[config.mk]
export PLATFORM = sky130hd
export DESIGN_NAME = systolic_mac_grid
export DESIGN_NICKNAME = d
export VERILOG_FILES = /design/src/rtl/systolic_mac_grid.sv
export SDC_FILE = /design/constraint.sdc
export NUM_CORES = 1
export LEC_CHECK = 0
export CORE_MARGIN = 2
export CORE_UTILIZATION = 65
export CTS_CLUSTER_DIAMETER = 200
export DETAILED_ROUTE_END_ITERATION = 8
export PLACE_DENSITY_LB_ADDON = 0.3
export SLEW_MARGIN = 20
export SYNTH_ARGS = -nofsm -noshare
export SYNTH_HDL_FRONTEND = slang
export SYNTH_SLANG_ARGS = --single-unit
export TNS_END_PERCENT = 10
[constraint.sdc]
create_clock -name clk -period 11.4 [get_ports clk]
set_input_delay 2.28 -clock clk [delete_from_list [all_inputs] [get_ports clk]]
set_output_delay 2.28 -clock clk [all_outputs]
set_load 0.01 [all_outputs]
[src/rtl/systolic_mac_grid.sv]
module systolic_mac_grid #(
  parameter int ACT_W = 6,
  parameter int W_W   = 2,
  parameter int ACC_W = 13
) (
  input  logic             clk,
  input  logic             rst_n,
  input  logic             en,
  input  logic             act_step,
  input  logic             sum_shift,
  input  logic             sum_clr,
  input  logic             load_w,
  input  logic [1:0]       dir,
  input  logic [ACT_W-1:0] h_act_in,
  input  logic [ACT_W-1:0] v_act_in,
  input  logic [W_W-1:0]   w_col0,
  input  logic [W_W-1:0]   w_col1,
  output logic [ACC_W-1:0] psum_out
);
  localparam int N      = 4;
  localparam int PROD_W = ACT_W + W_W;

  logic [N-1:0][ACT_W-1:0] act, act_nxt;
  logic [N-1:0][W_W-1:0]   wt;
  logic [N-1:0][ACC_W-1:0] acc, acc_up, term;

  function automatic logic [ACC_W-1:0] mac_term(input logic [ACT_W-1:0] a, input logic [W_W-1:0] w);
    logic signed [PROD_W-1:0] p;
    p = $signed(a) * $signed(w);
    return {{(ACC_W-PROD_W){p[PROD_W-1]}}, p};
  endfunction

  always_comb begin
    act_nxt = act;
    case (dir)
      2'b10: begin
        act_nxt[0] = h_act_in;
        act_nxt[1] = act[0];
        act_nxt[3] = act[1];
        act_nxt[2] = act[3];
      end
      2'b01: begin
        act_nxt[0] = v_act_in;
        act_nxt[2] = act[0];
        act_nxt[3] = act[2];
        act_nxt[1] = act[3];
      end
      2'b11: begin
        act_nxt[0] = act[2];
        act_nxt[1] = act[0];
        act_nxt[3] = act[1];
        act_nxt[2] = act[3];
      end
      default: ;
    endcase
  end

  always_comb begin
    for (int k = 0; k < N; k++) term[k] = mac_term(act_nxt[k], wt[k]);
  end

  assign acc_up[0] = acc[1];
  assign acc_up[1] = acc[3];
  assign acc_up[3] = acc[2];
  assign acc_up[2] = '0;

  always_ff @(posedge clk or negedge rst_n) begin
    if (!rst_n) begin
      act <= '0;
      wt  <= '0;
      acc <= '0;
    end else if (en) begin
      if (act_step) act <= act_nxt;
      for (int k = 0; k < N; k++) begin
        if (load_w) wt[k] <= (k % 2 == 1) ? w_col1 : w_col0;
        if (sum_clr)        acc[k] <= '0;
        else if (sum_shift) acc[k] <= acc_up[k];
        else if (act_step)  acc[k] <= acc[k] + term[k];
      end
    end
  end

  assign psum_out = acc[0];
endmodule

## Word-level counts from Yosys, hierarchy flattened

Cells that the tools add are included.
W data, S select, Z words.

| word-level totals | value |
|---|---|
| bits in registers | 80 |
| bits of input ports | 25 |
| output and inout port bits | 13 |
| logic and storage cells | 38 |

| operators by class | value |
|---|---|
| add/subtract/negate cells | 4 |
| multiply operators | 4 |
| equal/unequal tests | 3 |
| mux-type cells | 13 |
| reductions and logical operators | 4 |

Operators with widths:

| kind | number |
|---|---|
| $mux W13 | 12 |
| $pmux W24 S3 | 1 |
| $add A13 B13 Y13 | 4 |
| $mul A6 B2 Y8 | 4 |
| $reduce_and A2 Y1 | 3 |
| $eq A2 B2 Y1 const B | 2 |
| $reduce_bool A3 Y1 | 1 |
| $eq A2 B1 Y1 const B | 1 |

## Longest topological paths before layout

Gate-level depths: netlist (run 1).

| logic depth | value |
|---|---|
| depth in word-level cells | 7 |
| mapped depth | 21 |
| mapped depth without buffers | 19 |

## Least setup slack after synthesis (run 1)

No wires, ideal clock.

| timing | value |
|---|---|
| path type | input -> register |
| start | input port dir[1] |
| end | register acc[38] (netlist bit) |
| setup time | 0.077 ns |
| data arrival time | 6.279 ns |
| data required time | 11.323 ns |
| path slack | 5.044 ns |
| stages on the path | 20 |
| path buffers | 3 |
| path through | buf_2 buf_1 buf_2 mux2i_1 and2_1 ha_1 ha_1 a211oi_1 o21bai_1 a21oi_1 xnor2_1 inv_1 ha_1 a21oi_1 o21ai_0 a21o_1 a31o_2 xor2_1 or3_1 o21ai_1 |

| between the ends | value |
|---|---|
| longest elaborated chain between the ends | 7 |
| elaborated cells between the ends (all ways) | 9 |
| those cells by class | 1 x add/sub; 1 x mul; 3 x eq/ne; 4 x mux |

RTL lines:

| element | RTL line | source |
|---|---|---|
| from (decl) | 13 | `input logic [1:0] dir,` |
| $eq A2 B2 Y1 / $eq A2 B1 Y1 (equally long branches) | 35 | `case (dir)` |
| $pmux W24 S3 * | 35 |  |
| $mul A6 B2 Y8 * | 29 | `p = $signed(a) * $signed(w);` |
| $add A13 B13 Y13 * | 78 | `else if (act_step) acc[k] <= acc[k] + term[k];` |
| $mux W13 * | 78 |  |
| $mux W13 * | 77 | `else if (sum_shift) acc[k] <= acc_up[k];` |
| $mux W13 * | 76 | `if (sum_clr) acc[k] <= '0;` |
| to (signal, indexed assignment) | 77 |  |
| to (signal, indexed assignment) | 78 |  |
| to (decl) | 25 | `logic [N-1:0][ACC_W-1:0] acc, acc_up, term;` |

Every way passes the cells marked *; elsewhere a longest branch is shown, timed or not. The select of a mux whose other input is x is not followed.
A chain may end at the register's enable or synchronous reset.

## Final worst setup path (run 1)

| timing | value |
|---|---|
| start | input port dir[0] |
| end | register acc[51] (netlist bit) |

The elaborated chain is that of the path after synthesis.

==> results of run 1 <==
## worst max-delay path, cell delays in order
cell and delay (ps):
clkdlybuf4s50_1 460, buf_4 370, mux2_1 360, mux2i_1 180, and2_1 160, ha_1 260, ha_1 330, a211oi_1 280
o21bai_1 110, a21oi_1 180, xnor2_1 210, inv_1 190, ha_1 380, a21o_1 200, a21o_1 170, a21o_1 170
a41o_1 210, xor2_1 160, o31a_1 270, o21ai_1 70
## logic make-up after synthesis
kind of cell / synth area share
adders and majority gates: 0.1850
muxes: 0.09370
AOI/OAI and AO/OA: 0.2193
DFF: 0.2761
xor gates and xnor gates: 0.07127
buffers and inverters: 0.05160
and+or+nand+nor: 0.1030
## cell usage in the layout, fill, tap and decap left out, types with 5 or more instances in the layout
cell type / netlist / final
dfrtp_1: 80 / 80
nor3_1: 7 / 7
a22oi_1: 31 / 31
o21a_1: 7 / 7
mux2i_1: 21 / 21
nand2b_1: 9 / 9
o21ai_0: 22 / 22
a22o_1: 18 / 18
mux4_2: 5 / 5
ha_1: 88 / 88
xor2_1: 30 / 30
xnor2_1: 29 / 29
nor2_1: 40 / 39
nand2_1: 71 / 71
and2_1: 15 / 15
o21bai_1: 9 / 9
nor2b_1: 10 / 9
fa_1: 12 / 12
clkdlybuf4s50_1: 0 / 35
inv_1: 38 / 38
buf_4: 13 / 6
o31ai_1: 9 / 9
a21o_1: 20 / 20
mux2_1: 17 / 17
o21ai_1: 57 / 57
clkbuf_8: 0 / 10
a21oi_1: 43 / 43
mux2_2: 7 / 7
## worst paths after layout
path,startpoint,endpoint,slack (ps),cells after the start
max,dir[0],acc[51],4690,20
min,psum_out[0],psum_out[0],530,2
max reg2reg,act[14],acc[51],7020,18
min reg2reg,psum_out[0],psum_out[0],530,2
max in group asynchronous,rst_n,act[13],8950,1
min in group asynchronous,rst_n,psum_out[8],1910,1
## layout make-up
type                       instances  area [sq um]  area share
clock inverter                     3         65.06    0.008305
timing repair buffer              43         411.6     0.05255
clock buffer                      13         148.9     0.01901
multi-input combinational        627          4888      0.6240
inverter                          38         142.6     0.01821
sequential                        80          2002      0.2556
tap                              140         175.2     0.02236
## power by group
part / switching (mW) / internal (mW) / leakage, nW
Clock: 0.110 / 0.129 / 0.108
Combinational: 0.575 / 0.493 / 2.60
Sequential: 0.106 / 0.368 / 1.06
Total: 0.791 / 0.991 / 3.76
## sequential cells by signal, summed over array words and instances, names as in the netlist
register  count
acc          39
psum_out     13
act          24
wt            4
## stage by stage
step | utilization | hold WS (ps) | instance area, sq um | std cells | power [mW]
finish | 0.7226 | 530.1 | 7834 | 944 | 1.782
global route | 0.7226 | 561.3 | 7834 | 944 | 1.926
CTS | 0.7218 | 536.3 | 7825 | 944 | 1.772
detailed placement | 0.7021 | 519.0 | 7611 | 928 | 1.527
global placement | 0.7014 | 494.8 | 7604 | 927 | 1.460
floorplan | - | 472.2 | 7251 | 791 | 1.284
## routing by layer
layer | vias to the layer above | track usage | share of wire
li1 | 2860 | - | -
met1 | 2965 | 0.3991 | 0.43
met2 | 228 | 0.4890 | 0.49
met3 | 21 | 0.05513 | 0.061
met4 | 0 | 0.09042 | 0.013
met5 | - | 0 | 0
==> run_results.csv, run 1 <==
group,metric,value,unit
clock_network,insertion_delay,390,ps
yosys,synthArstFlopShare,1.000,
setup_path,start_kind,"primary input",
drt,viasPerCell,6.434,
place,gp_congestion,0.9114,
yosys,syn_nets,916,
place,place_ws,4320,ps
yosys,netlist_area,7251,sq um
floorplanning,num_io_pins,38,
yosys,synth_edf_count,0,
drt,vias,6074,
floorplanning,die_y,109.6,microns
timing,fin_ws,4687,ps
drt,avgRoutedWirePerCell,18.47,microns
floorplanning,row_count,38,
floorplanning,die_x,109.6,microns
timing,hold_violations,0,
cells_and_area,final.fill_count,800,
yosys,synthCells,791,
yosys,synth_common_cells,"ha_1, dfrtp_1, nand2_1",
global_routing,grt_remaining_overflow,0,
yosys,ys_ff_latch,80,
yosys,yosys.area.top_type,"dfrtp_1",
timing,setup_violations,0,
cells_and_area,diodes,0,
drt,drtAntennaViolNets,0,
timing,worst_slew_pin_slew,995.3,ps
global_routing,grt_pass1_vias,5879,
setup_path,critPathKind,"primary input to register",
clock_network,post_cts_buffers,0,
timing,fmax,149.0,MHz
pwr,p_per_area,227.5,nW/um^2
drt,drt_wl_total,17.43,mm
timing,period_needed,6713,ps
global_routing,antenna_found_initial,0,
floorplanning,initial_utilization,0.6689,
clock_network,cts_hold_buffers,0,
global_routing,grt_use_total,0.2972,
pwr,power.leakage,3.764,nW
global_routing,grt_max_degree,81,
drt,drt_iter0_drc,535,
pwr,ir_worst_vdd,0.0001202,V
clock_network,clock_path_buffers,2,
setup_path,arrival,7030,ps
clock_network,cts_resized,0,
yosys,ys.flop_type,"dfrtp_1",
setup_path,cp_max_fo,29,
timing,finalClockSkew,13.56,ps
outcome,status,"finished clean",
yosys,ys_warn_count,0,
cells_and_area,fin_nets,924,
yosys,ys_seq_area_frac,0.2761,
setup_path,required,11710,ps
clock_network,clkTransAtPathRegs,80,ps
cells_and_area,area_delta_synth_final,8.041,%
worst_hold_path,worst_hold_path_type,"register to register",
yosys,synth.area.top_cells,"dfrtp_1, ha_1, o21ai_1",
drt,drt_first_pass_iters,8,
timing,maxSlewViolCount,0,
timing,tns,0,ps
timing,slew_headroom,0.3365,
place,portBuffers,37,
floorplanning,dieArea,12020,sq um
drt,drc,0,
clock_network,htreeDepth,3,
clock_network,cts.sinks,80,
floorplanning,core,10840,sq um
run,drv_cap,0,
yosys,synth_area_per_cell,9.167,sq um
timing,finalCritPeriodShare,0.5889,
setup_path,endpoint_kind,"register",
place,post-dp-hpwl,12.76,mm
timing,rsz0062_at_grt,"no",
yosys,yosysTopAreaCellShare,0.2761,
clock_network,cts_root_buffer,"clkbuf_8",
global_routing,grt_pass1_wl,28.00,mm
cells_and_area,drive_gt1_frac,0.05473,
clock_network,cts_tree,"done",
yosys,ys_types,51,
clock_network,numCtsBuffers,9,
yosys,post-synth-top-count-cell,"ha_1",
(Power assumes the default switching activity.)
==> inputs of run 2 (changes only) <==
CORE_UTILIZATION = 62   (was 65)
clock period = 6.3 ns   (was 11.4 ns; I/O delays follow)
==> run_results.csv, run 2 (same netlist as run 1, synthesis figures left out) <==
group,metric,value,unit
setup_path,crit_path_start,"dir[0]",
setup_path,cpMaxStageDelayCell,"clkdlybuf4s50_1",
global_routing,antenna_found_initial,0,
worst_hold_path,worst_hold_path_type,"register to register",
timing,period_needed,5800,ps
pwr,p_seq_frac,0.249,
drt,drt_first_pass_iters,5,
setup_path,critPathTopFamily,"compound AO/OA/AOI/OAI gates",
clock_network,cts.sinks,80,
timing,finalCritPeriodShare,0.9206,
floorplanning,die_y,112.1,microns
clock_network,post_cts_buffers,0,
drt,drc,0,
setup_path,required,6580,ps
drt,drt_wl_total,17.10,mm
clock_network,clock_path_buffers,2,
timing,hold_violations,0,
clock_network,cts_resized,0,
place,portBuffers,37,
clock_network,cts_hold_buffers,0,
setup_path,endpoint_kind,"register",
clock_network,clkTransAtPathRegs,60,ps
timing,finalClockSkew,7.130,ps
setup_path,cpMostUsedCell,"ha_1",
setup_path,arrival,6080,ps
setup_path,start_kind,"primary input",
cells_and_area,drive_gt1_frac,0.06196,
timing,tns,0,ps
cells_and_area,final_common_cell,"ha_1",
cells_and_area,fin_area,8018,sq um
drt,viasPerCell,6.277,
setup_path,cp_max_fo,10,
setup_path,crit_buf_inv,3,
drt,avgRoutedWirePerCell,18.00,microns
global_routing,grt_pass1_vias,5865,
drt,vias,5963,
clock_network,numCtsBuffers,9,
cells_and_area,largest_register,"acc",
pwr,p_switching,1.434,mW
cells_and_area,diodes,0,
clock_network,cts_root_buffer,"clkbuf_16",
drt,drt_iter0_drc,488,
pwr,comb_power_share,0.561,
pwr,p_clk_frac,0.190,
floorplanning,initial_utilization,0.6350,
run,drv_cap,0,
setup_path,r2r-start,"act[3]",
timing,fmax,172.4,MHz
outcome,status,"finished clean",
timing,maxSlewViolCount,0,
timing,rsz0062_at_grt,"no",
pwr,p_per_area,427.9,nW/um^2
global_routing,grt_pass1_wl,28.59,mm
floorplanning,die_x,112.1,microns
clock_network,htreeDepth,3,
drt,drtAntennaViolNets,0,
timing,worst_slew_pin_slew,967.7,ps
cells_and_area,largest_reg_flops,39,
place,placed_cell_area,7630,sq um
global_routing,grt_remaining_overflow,0,
timing,slew_headroom,0.3549,
setup_path,r2r_slack,1840,ps
floorplanning,dieArea,12580,sq um
pwr,power.leakage,3.855,nW
setup_path,worstPathCellList,"clkdlybuf4s50_1 > buf_4 > mux4_2 > and2_1 > ha_1 > ha_1 > a211oi_1 > o21bai_1 > a21oi_1 > xnor2_1 > inv_1 > ha_1 > a21o_1 > a21o_1 > a21oi_1 > o31ai_1 > xor2_1 > o31a_1 > o21ai_1",
pwr,p_int,1.996,mW
clock_network,insertion_delay,350,ps
cells_and_area,seq_area,2002,sq um
setup_path,critPathKind,"primary input to register",
cells_and_area,fin_nets,927,
clock_network,cts_tree,"done",
worst_hold_path,min_from,"acc[37]",
floorplanning,num_io_pins,38,
global_routing,grt_max_degree,81,
cells_and_area,final.fill_count,903,
floorplanning,core,11420,sq um
global_routing,grt_use_total,0.2791,
cells_and_area,multi_input_area,4891,sq um
pwr,p_sw_frac,0.4181,
place,gp_congestion,0.9335,
place,post-dp-hpwl,12.81,mm
pwr,ir_worst_vdd,0.0002661,V
floorplanning,row_count,39,
cells_and_area,final_cell_mix,"ha_1, dfrtp_1, nand2_1",
setup_path,max_stage_delay,580,ps
timing,setup_violations,0,
cells_and_area,area_delta_synth_final,10.58,%
run 2: power by group through the flow:
stage	clock, mW	sequential [mW]	combinational, mW
3_3_place_gp	0	0.845	1.81
6_report	0.653	0.854	1.92
2_1_floorplan	0	0.786	1.54
4_1_cts	0.659	0.849	1.91
5_1_grt	0.679	0.879	2.14
3_5_place_dp	0	0.857	1.89
run 2: area by class of cell:
class | instances | area share
Timing Repair Buffer | 46 | 0.05415
Inverter | 38 | 0.01779
Clock buffer | 10 | 0.02981
Clock inverter | 6 | 0.01623
Tap cell | 143 | 0.02232
Sequential cell | 80 | 0.2497
Multi-Input combinational cell | 627 | 0.6100
run 2: worst paths after layout:
kind | endpoint | cells past startpoint
setup / recovery | psum_out[12] | 19
hold / removal | acc[37] | 2
setup reg to reg | psum_out[12] | 17
hold reg to reg | acc[37] | 2
max in group asynchronous | act[19] | 1
min in group asynchronous | psum_out[8] | 1
run 2: worst reg2reg max path, stage by stage, from the launching register on:
cell and delay [ps]:
dfrtp_1 440, mux4_2 530, and2_1 200, ha_1 340, ha_1 310, a211oi_1 220, o21bai_1 110, a21oi_1 230
xnor2_1 260, inv_1 210, ha_1 390, a21o_1 200, a21o_1 180, a21oi_1 150, o31ai_1 110, xor2_1 170
o31a_1 260, o21ai_1 80
run 2: metrics by stage:
step	std cells	hold WS [ps]	util	power, mW	setup WS (ps)
3_3_place_gp	933	509.7	0.6682	2.658	437.0
6_report	950	529.8	0.7022	3.431	500.2
4_1_cts	949	540.7	0.7005	3.418	532.0
2_1_floorplan	791	472.2	-	2.323	964.4
5_1_grt	950	560.3	0.7022	3.701	254.1
3_5_place_dp	933	527.5	0.6682	2.748	199.8
run 2: routing by layer:
metal,vias to the layer above,track usage,share of wire
met3,27,0.04536,0.052
met1,2900,0.3798,0.44
met4,0,0.08943,0.019
li1,2863,-,-
met2,173,0.4598,0.48
met5,-,0,0
